### config.mk
export PLATFORM = sky130hd
export DESIGN_NAME = irq_flag_word
export DESIGN_NICKNAME = d
export VERILOG_FILES = /design/src/rtl/irq_flag_word.sv
export SDC_FILE = /design/constraint.sdc
export NUM_CORES = 1
export LEC_CHECK = 0
export CORE_ASPECT_RATIO = 0.9
export CORE_MARGIN = 3
export CORE_UTILIZATION = 31
export DETAILED_ROUTE_END_ITERATION = 10
export PLACE_DENSITY = 0.85
export SYNTH_ARGS = -nofsm -noshare
export SYNTH_HDL_FRONTEND = slang
export SYNTH_SLANG_ARGS = --single-unit
### constraint.sdc
create_clock -name clk -period 1.6 [get_ports clk]
set_input_delay 0.32 -clock clk [delete_from_list [all_inputs] [get_ports clk]]
set_output_delay 0.32 -clock clk [all_outputs]
set_load 0.05 [all_outputs]
### src/rtl/irq_flag_word.sv
module irq_flag_word #(
  parameter int CHANNELS = 5,
  parameter int WORD_W   = 32
) (
  input  logic                clk,
  input  logic                rst_n,
  input  logic                wr_en,
  input  logic [WORD_W-1:0]   wr_data,
  output logic [WORD_W-1:0]   rd_data,
  input  logic [CHANNELS-1:0] expiry,
  output logic [CHANNELS-1:0] irq
);
  localparam int USED_W = 2 * CHANNELS;
  localparam int SPARE_W = WORD_W - USED_W;

  logic [CHANNELS-1:0] en_q, pend_q, irq_q;
  logic [CHANNELS-1:0] clr_req, clr_eff, raise;

  assign clr_req = wr_en ? wr_data[USED_W-1:CHANNELS] : '0;
  assign clr_eff = clr_req & ~expiry;
  assign raise   = expiry & en_q;

  always_ff @(posedge clk or negedge rst_n) begin
    if (!rst_n) begin
      en_q   <= '0;
      pend_q <= '0;
      irq_q  <= '0;
    end else begin
      if (wr_en) en_q <= wr_data[CHANNELS-1:0];
      pend_q <= (pend_q & ~clr_req) | expiry;
      irq_q  <= (irq_q & ~clr_eff) | raise;
    end
  end

  assign rd_data = {{SPARE_W{1'b0}}, pend_q, en_q};
  assign irq     = irq_q;


  expiry_sets_flag_chk: assert property (@(posedge clk) disable iff (!rst_n)
    (|expiry) |=> ((rd_data[USED_W-1:CHANNELS] & $past(expiry)) == $past(expiry)));


  rise_needs_enabled_expiry_chk: assert property (@(posedge clk) disable iff (!rst_n)
    ((irq & ~$past(irq) & ~$past(expiry & rd_data[CHANNELS-1:0])) == '0));


  fall_needs_clear_chk: assert property (@(posedge clk) disable iff (!rst_n)
    ((~irq & $past(irq) & ~$past(clr_req)) == '0));


  enable_follows_write_chk: assert property (@(posedge clk) disable iff (!rst_n)
    wr_en |=> (rd_data[CHANNELS-1:0] == $past(wr_data[CHANNELS-1:0])));


  expiry_beats_clear_chk: assert property (@(posedge clk) disable iff (!rst_n)
    (|(expiry & clr_req)) |=> ((irq & $past(irq & expiry & clr_req)) == $past(irq & expiry & clr_req)));


  line_implies_flag_chk: assert property (@(posedge clk) disable iff (!rst_n)
    ((irq & ~rd_data[USED_W-1:CHANNELS]) == '0));
endmodule

== Yosys cells after proc, flatten, opt, wreduce, memory -nomap -nowiden ==
Index checks and enable logic that the tools add are counted.

* Flip-flop bits (word level): 15
* Bits of input ports: 40
* Logic and storage cells: 13

* Muxes and demuxes: 1
* Bitwise gates (word level): 9

{| class="wikitable"
|+ Operators by type and width
! operator !! number
|-
| $and A5 B5 Y5 || 4
|-
| $not A5 Y5 || 3
|-
| $or A5 B5 Y5 || 2
|-
| $mux W5 || 1
|}

== Depth between registers and ports, before layout ==
* Depth after elaboration: 5
* Depth in mapped cells: 3

== Least setup slack after synthesis ==
No wires, ideal clock.

* Path type: reg-to-reg
* Start: register irq_q[0] (netlist: irq[0])
* End: register irq_q[0] (netlist: irq[0])
* Data arrival time: 0.964 ns
* Data required time: 1.481 ns
* Setup slack: 0.517 ns
* Cell stages (with the launch flop): 3
* Buffers on the path: 0
* Clock period less this slack: 1.083 ns
* Cells stage by stage: dfrtp_1 > o21ai_0 > a21bo_2

* Word-level cells in the longest chain between the ends: 2

{| class="wikitable"
|+ RTL lines
! what !! line !! RTL
|-
| from (decl) || 16 || <nowiki>logic [CHANNELS-1:0] en_q, pend_q, irq_q;</nowiki>
|-
| from (signal assigned) || 31 || <nowiki>irq_q <= (irq_q & ~clr_eff) | raise;</nowiki>
|-
| $and A5 B5 Y5 || 31 ||
|-
| $or A5 B5 Y5 || 31 ||
|}

No other way between the ends.
A chain may end at the register's enable or synchronous reset.

== Final worst setup path ==
* Start: register en_q[3]
* End: output port rd_data[3]

{| class="wikitable"
|+ RTL lines
! what !! line !! RTL
|-
| from (decl) || 16 ||
|-
| from (signal assigned) || 29 || <nowiki>if (wr_en) en_q <= wr_data[CHANNELS-1:0];</nowiki>
|-
| to (decl) || 9 || <nowiki>output logic [WORD_W-1:0] rd_data,</nowiki>
|}

No word-level cell between the ends.

==> impl_metrics.csv <==
group,metric,value,unit
logic_synthesis,ys_ff_latch,15,
power,power,1062,µW
clock_tree,ctsHoldBuffers,0,
setup_path,startpoint_type,"flop",
place,hpwl,1.244,mm
finish,fill_cells,219,
logic_synthesis,synth.area.top_cells,"dfrtp_1 (49%), buf_4 (21%), mux2_4 (9.8%)",
clock_tree,cts_resized,0,
floorplanning,die_h,53.23,µm
power,p_leak,0.0004923,µW
global_routing,grt_max_degree,16,
drt,drc,0,
global_routing,grt_overflow,0,
logic_synthesis,syn_area_per_cell,12.00,µm²
setup_path,cp.buffers_inverters,1,
floorplanning,top_level_ports,77,
setup_path,cp.arrival,0.89,ns
logic_synthesis,ys_types,9,
floorplanning,die_x,58.48,µm
timing,fmax,0.8291,GHz
drt,finalWirelength,1.501,mm
clock_tree,cts_made_buffers,3,
finish,fin_util,46.02,%
clock_tree,path_clk_slew,0.09,ns
finish,drive_gt1_share,35.00,%
setup_path,cp_slowest_stage_delay,0.41,ns
global_routing,grt_pass1_wl,2.283,mm
logic_synthesis,synth_cells,64,
logic_synthesis,synth_top_area_share,48.86,%
setup_path,cp_cell_sequence,"buf_4",
logic_synthesis,yosysSeqAreaShare,48.86,%
clock_tree,cts_setup_buffers,0,
setup_path,critPathCaptureType,"output port",
drt,num_vias,515,
floorplanning,start_util,33.96,%
drt,ant_nets,0,
timing,setup_violations,0,
logic_synthesis,synth_top_cell_by_area,"dfrtp_1",
clock_tree,cts_max_path_buffers,2,
setup_path,worstPathMaxFanout,3,
timing,setup_tns,0,ns
timing,hold_viol,0,
timing,skew,0.0008491,ns
setup_path,critical_path_class,"reg2out",
floorplanning,rows,16,
drt,drtPass1Iterations,2,
clock_tree,cts_sinks,15,
timing,slew_viol_final,0,
setup_path,critical_path.top_delay_family,"flip-flops",
place,gp_congestion,0.6572,
global_routing,antenna_found_initial,0,
min_path,min_path_type,"in2async",
timing,rsz0062_at_grt,"false",
floorplanning,core,0.002262,mm²
setup_path,r2r_slack,0.69,ns
drt,via_per_inst,4.055,
clock_tree,cts_max_level,1,
timing,fin_crit,1.206,ns
clock_tree,cts_tree,"yes",
clock_tree,clkLatencyLatePin,0.27,ns
global_routing,grt_pass1_vias,502,
status,status,"finished clean",
power,p_per_area,1020,mW/mm²
clock_tree,root_buffer,"clkbuf_4",
run,max_cap_violations,0,
setup_path,slowest_stage,"dfrtp_1",
floorplanning,die_area,0.003112,mm²
setup_path,cp.required,1.28,ns
logic_synthesis,syn_area,768.2,µm²
finish,nets,141,
power,ir_drop,0.4820,mV
timing,min_period_over_period,75.39,%
finish,diodes,0,
place,place.port_buffers,32,
logic_synthesis,ys_warn_count,0,
global_routing,grtUsageTotal,9.917,%
finish,syn_to_final_growth,35.51,%
drt,wl_per_cell,11.82,µm
drt,drt_iter0_markers,16,
==> metal layers <==
| layer | part of all wire [%] | track usage, % |
|---|---|---|
| met5 | 0 | 0 |
| met4 | 1.2 | 4.633 |
| met2 | 55 | 18.96 |
| met3 | 9.3 | 1.707 |
| met1 | 35 | 10.45 |
==> logic make-up (layout without fill, tap and decap cells) <==
group	after synthesis	after routing	synth area share, %
buf+inv	23	38	22.96
compound gates	15	15	15.47
flops	15	15	48.86
mux	5	5	9.772
simple gates	5	5	2.443
other cells	1	22	0.4881
==> report_power, final <==
group	total [µW]	switching, µW	internal (µW)	leakage [µW]
combinational	410	283	127	0.000318
clock	214	118	96.5	0.0000150
sequential	438	25.4	413	0.000160
==> placed cells by master (no fill, tap or decap) <==
| cell type | synthesis | final |
|---|---|---|
| mux2_4 | 5 | 5 |
| o21ai_0 | 5 | 5 |
| a21o_2 | 5 | 5 |
| buf_4 | 22 | 16 |
| buf_12 | 0 | 1 |
| clkdlybuf4s50_1 | 0 | 17 |
| dfrtp_1 | 15 | 15 |
| clkbuf_1 | 0 | 1 |
| nand2_1 | 5 | 5 |
| a21bo_2 | 5 | 5 |
| clkbuf_4 | 0 | 3 |
| conb_1 | 1 | 22 |
==> cell type report <==
class / count / area (µm²) / area share (%)
Sequential cell: 15 / 375.4 / 36.06
Multi-Input combinational cell: 47 / 295.3 / 28.37
Tap cell: 27 / 33.78 / 3.245
Timing Repair Buffer: 34 / 310.3 / 29.81
Clock buffer: 4 / 26.28 / 2.524
==> cell usage after synthesis <==
library cell and instances:
a21bo_2 5, a21o_2 5, buf_4 22, buf_6 1, conb_1 1, dfrtp_1 15
mux2_4 5, nand2_1 5, o21ai_0 5
==> stage by stage <==
| step | instance area [µm²] | setup slack [ns] | hold WS [ns] | cells |
|---|---|---|---|---|
| floorplan | 847.1 | 0.5172 | 0.02441 | 85 |
| global placement | 1015 | 0.1994 | 0.4668 | 123 |
| detailed placement | 1015 | 0.1910 | 0.4891 | 123 |
| CTS | 1041 | 0.3793 | 0.3450 | 127 |
| global route | 1041 | 0.3499 | 0.3755 | 127 |
| finish | 1041 | 0.3938 | 0.3453 | 127 |
==> path summary, 6_finish.rpt <==
kind / depth (start not counted) / from / end
min reg2reg: 1 / pend_q[4] / pend_q[4]
max reg2reg: 2 / irq[4] / irq[4]
max in group asynchronous: 2 / rst_n / pend_q[0]
max: 1 / en_q[3] / rd_data[3]
min: 2 / rst_n / en_q[1]
min in group clk: 1 / pend_q[4] / pend_q[4]
==> sequential cells by signal (all words and copies together), names as in the netlist <==
| signal | count |
|---|---|
| en_q | 5 |
| irq | 5 |
| pend_q | 5 |
Note: power is estimated with default switching activity, not from simulation.
